==> src/rtl/sdf_pkg.sv <==
package sdf_pkg;
  localparam int NUM_CH   = 3;
  localparam int CH_VDD   = 0;
  localparam int CH_VDCIN = 1;
  localparam int CH_AVCC  = 2;
endpackage

==> src/rtl/sdf_sync.sv <==
module sdf_sync #(
  parameter int WIDTH  = 3,
  parameter int STAGES = 2
) (
  input  logic             clk,
  input  logic             rst_n,
  input  logic [WIDTH-1:0] async_i,
  output logic [WIDTH-1:0] sync_o
);
  logic [WIDTH-1:0] stage_q [STAGES];

  generate
    for (genvar s = 0; s < STAGES; s++) begin : g_stage
      if (s == 0) begin : g_first
        always_ff @(posedge clk or negedge rst_n) begin
          if (!rst_n) stage_q[s] <= '0;
          else        stage_q[s] <= async_i;
        end
      end else begin : g_next
        always_ff @(posedge clk or negedge rst_n) begin
          if (!rst_n) stage_q[s] <= '0;
          else        stage_q[s] <= stage_q[s-1];
        end
      end
    end
  endgenerate

  assign sync_o = stage_q[STAGES-1];
endmodule

==> src/rtl/sdf_tick.sv <==
module sdf_tick #(
  parameter int PERIOD = 4
) (
  input  logic clk,
  input  logic rst_n,
  input  logic en,
  output logic tick_o
);
  localparam int W = (PERIOD > 1) ? $clog2(PERIOD) : 1;
  localparam logic [W-1:0] LAST = W'(PERIOD - 1);

  logic [W-1:0] cnt_q;

  assign tick_o = en && (cnt_q == LAST);

  always_ff @(posedge clk or negedge rst_n) begin
    if (!rst_n)      cnt_q <= '0;
    else if (!en)    cnt_q <= '0;
    else if (tick_o) cnt_q <= '0;
    else             cnt_q <= cnt_q + W'(1);
  end

  // periodic sampling never fires on back-to-back clocks
  p_tick_spacing_r7: assert property (@(posedge clk) disable iff (!rst_n)
    tick_o |=> (!tick_o || PERIOD == 1));

  // no sample tick while the check is off
  p_tick_off_r7: assert property (@(posedge clk) disable iff (!rst_n)
    !en |-> !tick_o);
endmodule

==> src/rtl/sdf_chan.sv <==
module sdf_chan #(
  parameter int SEL_W = 8
) (
  input  logic             clk,
  input  logic             rst_n,
  input  logic             din,
  input  logic             sample_en,
  input  logic             pwr_en,
  input  logic             restart,
  input  logic [SEL_W-1:0] sel,
  output logic             flag_o
);
  logic             flag_q;
  logic [SEL_W-1:0] cnt_q;

  always_ff @(posedge clk or negedge rst_n) begin
    if (!rst_n) begin
      flag_q <= 1'b0;
      cnt_q  <= '0;
    end else if (!pwr_en) begin
      flag_q <= 1'b0;
      cnt_q  <= '0;
    end else if (restart) begin
      cnt_q <= '0;
    end else if (sample_en) begin
      if (din == flag_q) begin
        cnt_q <= '0;
      end else if (cnt_q == sel) begin
        flag_q <= din;
        cnt_q  <= '0;
      end else begin
        cnt_q <= cnt_q + SEL_W'(1);
      end
    end
  end

  assign flag_o = flag_q;

  // a powered-down detector reads 0 from the next edge
  p_pwrdn_clear_r6: assert property (@(posedge clk) disable iff (!rst_n)
    !pwr_en |=> !flag_q);

  // a short run of differing samples leaves the flag alone
  p_hold_short_r4: assert property (@(posedge clk) disable iff (!rst_n)
    (pwr_en && !restart && sel != '0 && cnt_q != sel) |=> $stable(flag_q));

  // bypass passes the synchronized input on the next sample
  p_bypass_r2: assert property (@(posedge clk) disable iff (!rst_n)
    (pwr_en && !restart && sample_en && sel == '0) |=> (flag_q == $past(din)));

  // a setting change clears the count and keeps the flag
  p_restart_clear_r5: assert property (@(posedge clk) disable iff (!rst_n)
    (restart && pwr_en) |=> (cnt_q == '0 && $stable(flag_q)));

  // the count never passes the selected limit
  p_cnt_bound_r1: assert property (@(posedge clk) disable iff (!rst_n)
    !restart |-> (cnt_q <= sel));
endmodule

==> src/rtl/supply_deb_filter.sv <==
module supply_deb_filter
  import sdf_pkg::*;
#(
  parameter int SEL_W            = 8,
  parameter int SYNC_STAGES      = 2,
  parameter int VDD_CHECK_CYCLES = 4
) (
  input  logic             clk_rtc,
  input  logic             rst_n,
  input  logic             vdd_alarm_raw,
  input  logic             vdcin_drop_raw,
  input  logic             avcc_low_raw,
  input  logic [SEL_W-1:0] deb_sel,
  input  logic             vdd_chk_mode,
  input  logic             vdcin_det_en,
  input  logic             avcc_det_en,
  output logic [2:0]       status_o
);
  logic [NUM_CH-1:0] raw_vec;
  logic [NUM_CH-1:0] sync_vec;
  logic [NUM_CH-1:0] samp_vec;
  logic [NUM_CH-1:0] pwr_vec;
  logic [NUM_CH-1:0] flag_vec;
  logic [SEL_W-1:0]  sel_q;
  logic              sel_restart;
  logic              vdd_tick;

  assign raw_vec[CH_VDD]   = vdd_alarm_raw;
  assign raw_vec[CH_VDCIN] = vdcin_drop_raw;
  assign raw_vec[CH_AVCC]  = avcc_low_raw;

  assign pwr_vec[CH_VDD]   = vdd_chk_mode;
  assign pwr_vec[CH_VDCIN] = vdcin_det_en;
  assign pwr_vec[CH_AVCC]  = avcc_det_en;

  assign samp_vec[CH_VDD]   = vdd_tick;
  assign samp_vec[CH_VDCIN] = 1'b1;
  assign samp_vec[CH_AVCC]  = 1'b1;

  sdf_sync #(.WIDTH(NUM_CH), .STAGES(SYNC_STAGES)) u_sync (
    .clk     (clk_rtc),
    .rst_n   (rst_n),
    .async_i (raw_vec),
    .sync_o  (sync_vec)
  );

  sdf_tick #(.PERIOD(VDD_CHECK_CYCLES)) u_vdd_tick (
    .clk    (clk_rtc),
    .rst_n  (rst_n),
    .en     (vdd_chk_mode),
    .tick_o (vdd_tick)
  );

  always_ff @(posedge clk_rtc or negedge rst_n) begin
    if (!rst_n) sel_q <= '0;
    else        sel_q <= deb_sel;
  end

  assign sel_restart = (deb_sel != sel_q);

  generate
    for (genvar c = 0; c < NUM_CH; c++) begin : g_chan
      sdf_chan #(.SEL_W(SEL_W)) u_chan (
        .clk       (clk_rtc),
        .rst_n     (rst_n),
        .din       (sync_vec[c]),
        .sample_en (samp_vec[c]),
        .pwr_en    (pwr_vec[c]),
        .restart   (sel_restart),
        .sel       (deb_sel),
        .flag_o    (flag_vec[c])
      );
    end
  endgenerate

  assign status_o = flag_vec;

  // check mode off keeps the core supply flag low
  p_nocheck_zero_r7: assert property (@(posedge clk_rtc) disable iff (!rst_n)
    !vdd_chk_mode |=> !status_o[CH_VDD]);

  // detectors powered down give a clear status word
  p_all_off_r8: assert property (@(posedge clk_rtc) disable iff (!rst_n)
    (!vdd_chk_mode && !vdcin_det_en && !avcc_det_en) |=> (status_o == 3'b000));
endmodule

==> config.mk <==
export PLATFORM = sky130hd
export DESIGN_NAME = supply_deb_filter
export DESIGN_NICKNAME = d
export VERILOG_FILES = /design/src/rtl/sdf_pkg.sv /design/src/rtl/sdf_sync.sv /design/src/rtl/sdf_tick.sv /design/src/rtl/sdf_chan.sv /design/src/rtl/supply_deb_filter.sv
export SDC_FILE = /design/constraint.sdc
export NUM_CORES = 1
export LEC_CHECK = 0
export BUFFER_PORTS_ARGS = -buffer_cell sky130_fd_sc_hd__buf_2
export CORE_MARGIN = 5
export CORE_UTILIZATION = 63
export DETAILED_ROUTE_END_ITERATION = 7
export PLACE_DENSITY = 0.92
export SLEW_MARGIN = 20
export SYNTH_ARGS = -nofsm -noshare
export SYNTH_HDL_FRONTEND = slang
export SYNTH_SLANG_ARGS = --single-unit
==> constraint.sdc <==
create_clock -name clk_rtc -period 2.52 [get_ports clk_rtc]
set_clock_uncertainty 0.05 [all_clocks]
set_input_delay 0.378 -clock clk_rtc [delete_from_list [all_inputs] [get_ports clk_rtc]]
set_output_delay 0.378 -clock clk_rtc [all_outputs]
set_load 0.02 [all_outputs]
-- Word-level counts from Yosys, hierarchy flattened
Cells that the tools add are included.
- register bits: 43
- RAM bits: 0
- logic and storage cells: 65
- bits in latches: 0
- output and inout port bits: 3
- input bits: 16
- ROM bits: 0
- memories kept: 0
- add/sub/neg operators: 4
- eq/ne operators: 19
- magnitude comparators: 0
- multipliers: 0
- shift operators: 0
- bitwise gates (word level): 0
- multiplexer cells: 28
- reductions and logical operators: 4
- div/mod/pow operators: 0
- operator list (cell ; number):
    two-way mux 8 bit ; 13
    adder 8 x 1 -> 8 bit, second input constant ; 3
    equality test 8 bit ; 3
    two-way mux 1 bit ; 13
    inequality test 2 bit, second input constant ; 6
    inequality test 2 x 1 -> 1 bit, second input constant ; 4
    inequality test 8 bit ; 1
    AND reduction 3 bit ; 2
    two-way mux 2 bit ; 2
    AND reduction 4 bit ; 1
    equality test 1 bit ; 3
    inequality test 3 x 1 -> 1 bit, second input constant ; 1
    adder 2 x 1 -> 2 bit, second input constant ; 1
    equality test 2 bit, second input constant ; 1
    logical AND 1 bit ; 1

-- Longest topological paths before layout
- word-level depth: 6
- mapped depth: 6
- mapped depth without buffers: 6

-- Modules after synthesis
From an unflattened synthesis, not the netlist that was laid out.
- cell total of the unflattened synthesis: 233
- area, all modules: 2423.6 µm²
- by module, submodules not included (module ; area an instance (µm²) ; cells an instance ; instances):
    sdf_chan ; 623.1 ; 66 ; 3
    supply_deb_filter ; 290.3 ; 20 ; 1
    sdf_sync ; 172.7 ; 9 ; 1
    sdf_tick ; 91.3 ; 6 ; 1

-- Worst setup path before layout
Ideal clock, no wire load.
- kind: register -> register
- from: reg g_chan[0].u_chan.cnt_q[6]
- to: reg g_chan[0].u_chan.flag_q
- stages on the path, launching flop included: 6
- arrival time: 1353 ps
- setup slack: 997 ps
- buffers on the path: 0
- path through: dfrtp_1 > xor2_1 > nor4_2 > and4bb_1 > a21oi_1 > a41o_1
- word-level cells in the longest chain between the ends: 3
- RTL lines (item ; RTL line ; source):
    start, declared ; sdf_chan.sv:14 ; logic [SEL_W-1:0] cnt_q;
    start signal, assigned ; sdf_chan.sv:32 ; cnt_q <= cnt_q + SEL_W'(1);
    equality test 8 bit ; sdf_chan.sv:28 ; end else if (cnt_q == sel) begin
    inequality test 2 x 1 -> 1 bit (no line) ; n/a ;
    AND reduction 4 bit (no line) ; n/a ;
    end signal, assigned ; sdf_chan.sv:29 ; flag_q <= din;
    end, declared ; sdf_chan.sv:13 ; logic flag_q;
No other way between the ends.
A chain may end at the register's enable or synchronous reset.

-- Worst setup path after layout
- from: reg sel_q[5]
- to: reg g_chan[2].u_chan.cnt_q[7]
- word-level cells in the longest chain between the ends: 3
- RTL lines (item ; RTL line ; source):
    start, declared ; supply_deb_filter.sv:24 ; logic [SEL_W-1:0] sel_q;
    start signal, assigned ; supply_deb_filter.sv:56 ; else sel_q <= deb_sel;
    inequality test 8 bit ; supply_deb_filter.sv:59 ; assign sel_restart = (deb_sel != sel_q);
    two-way mux 8 bit ; sdf_chan.sv:23 ; end else if (restart) begin
    two-way mux 8 bit ; sdf_chan.sv:20 ; end else if (!pwr_en) begin
    end signal, assigned ; sdf_chan.sv:32 ;
    end, declared ; sdf_chan.sv:14 ;
No other way between the ends.

==> out/results.ini <==
[grt]
globalRouteTotalUtil_pct = 19.6
grt_overflow = 0
grt_pass1_vias = 1407
grt_pass1_wl_microns = 6620
antenna_found_initial = 0
grt_start_max_net_pins = 44

[clock_network]
htreeDepth = 2
postCtsSetupBuffers = 0
clockBufferDepth = 2
cts_tree = built
clk_latency_ns = 0.35
clk_root_buffer_cell = clkbuf_4
cts_made_buffers = 5
cts.sinks = 43
ctsResizeCount = 0
clkTransAtPathRegs_ns = 0.12
cts_hold_buf = 0

[logic_synthesis]
ys_ff_latch = 43
syn_inst = 194
synthTopCellsByArea = dfrtp_1 50%, xnor2_1 13%, xor2_1 5.7%
yosys.area.top_type_share_pct = 50.2
ys_types = 27
synth_fp_nets = 214
yosysMostFrequentCell = dfrtp_1
synth_seq_area_share_pct = 50.2
synth_top_area_cell = dfrtp_1
ys.warnings.count = 0
synth_ff_type = dfrtp_1
async_flop_share_pct = 100
postSynthAreaPerCell_sq_um = 11.0
syn_area_sq_mm = 0.00214
synth_edf_count = 0
synthTopCellsByCount = 43 x dfrtp_1, 33 x xnor2_1, 22 x nor2_1

[final_layout]
stdcell_count = 259
drive_gt1_share_pct = 13.6
antenna_cells = 0
nets = 233
area_growth_syn_to_layout_pct = 7.76

[floorplan]
core-area_sq_mm = 0.00331
rows = 21
start_util_pct = 64.7
die_area_sq_mm = 0.00467
ios = 19
dieHeight_microns = 68.3
die_x_microns = 68.3

[setup_path]
cpMostUsedCell = nor2_1
path_class = reg -> reg
critPathSlowestCell = dfrtp_1
crit_required_ns = 2.74
cp_cell_sequence = xnor2_1 -> nand4_1 -> nor2_1 -> o2111ai_1 -> nor2_1
crit_arrival_ns = 1.99
cp_num_buf_inv = 0
critPathMaxFanout = 8
slowest_delay_ns = 0.40
critPathLaunchType = flop
end_kind = flop
path_delay_family = simple AND/OR/NAND/NOR gates

[timing]
slew_viol_final = 0
fin_tns_setup_ns = 0
hold_viol_final = 0
min_period_over_period_pct = 70.2
fin_hold_ws_ns = 0.0763
period_minus_slack_ns = 1.77
fmax_mhz = 565
worstMarginPinSlew_ns = 0.910
max_slew_margin_pct = 39.4
rsz0062_at_grt = false
setup_viol = 0

[drt]
drt_iter0_drc = 140
drc = 0
routed_wl_microns = 4010
dr.pass1.iters = 4
routed_via_density = 5.66
vias = 1466
ant_nets = 0
wire_per_inst_microns = 15.5

[placed_design]
hpwlAfterDp_microns = 3020
portBuffers = 18
dp_cells = 252
gp_congestion = 0.813

[pwr]
p_total_mw = 1.22
p_leak_nw = 0.963
peakVddDrop_v = 0.000481
cellPowerDensity_mw_per_mm2 = 526

[worst_hold_path]
hold_path.class = in -> reg

[run]
maxCapViolCount = 0

[outcome]
status = complete, no violations

==> final timing paths <==
check,depth (start not counted),endpoint,slack (ns),start
worst min-delay path,1,u_sync.stage_q[3],0.08,vdd_alarm_raw
worst max-delay path,5,g_chan[2].u_chan.cnt_q[7],0.75,sel_q[5]
max in group asynchronous,1,g_chan[1].u_chan.cnt_q[4],1.75,rst_n
worst min register to register,0,u_sync.sync_o[2],0.31,u_sync.stage_q[5]
worst max register to register,5,g_chan[2].u_chan.cnt_q[7],0.75,sel_q[5]
min in group asynchronous,1,g_chan[0].u_chan.cnt_q[5],0.10,rst_n
==> per-layer routing <==
layer / share of wire (%) / global-route usage [%]
met4: 1.5 / 8.19
met2: 52 / 31.3
met3: 5.7 / 6.57
met1: 41 / 24.4
met5: 0 / 0
==> report_power, final <==
part | total [mW] | internal, mW | switching (mW)
combinational | 0.0923 | 0.0361 | 0.0562
clock | 0.413 | 0.205 | 0.208
sequential | 0.711 | 0.704 | 0.00694
total | 1.22 | 0.945 | 0.271
==> layout by cell type, fill, tap and decap left out, drive strengths merged, types with 5 or more instances in the layout <==
master,n
a21oi,5
a31oi,6
and3,7
buf,18
clkbuf,6
dfrtp,43
nand2,6
nand2b,6
nand3,9
nand3b,5
nand4,6
nor2,22
xnor2,33
xor2,14
==> cells by family after synthesis <==
group / count (synthesis) / share of synthesized area, %
compound gates: 14 / 4.38
xor+xnor: 47 / 19.2
mux: 2 / 0.934
fa+ha+maj: 4 / 2.34
buf+inv: 8 / 2.80
simple gates: 76 / 20.1
flops: 43 / 50.2
==> flip-flops by register name, indices dropped and copies added (netlist names) <==
name                  count
g_chan.u_chan.flag_o      3
u_sync.stage_q            3
u_vdd_tick.cnt_q          2
u_sync.sync_o             3
g_chan.u_chan.cnt_q      24
sel_q                     8
==> cell type report <==
class                      count  area, sq um
timing repair buffer          18         90.1
sequential                    43         1080
inverter                       2         7.51
clock buffer                   6         41.3
multi-input combinational    143         1010
tap                           46         57.6
clock inverter                 1         30.0
fill                         265         1000
==> stage by stage <==
stage / util, % / worst slack (ns) / instance area, sq um
final: 69.8 / 0.750 / 2310
after global routing: 69.8 / 0.589 / 2310
after CTS: 69.8 / 0.719 / 2310
after detailed placement: 67.6 / 0.538 / 2240
after global placement: 67.6 / 0.700 / 2240
after floorplan: - / 0.997 / 2140
(Power assumes the default switching activity.)
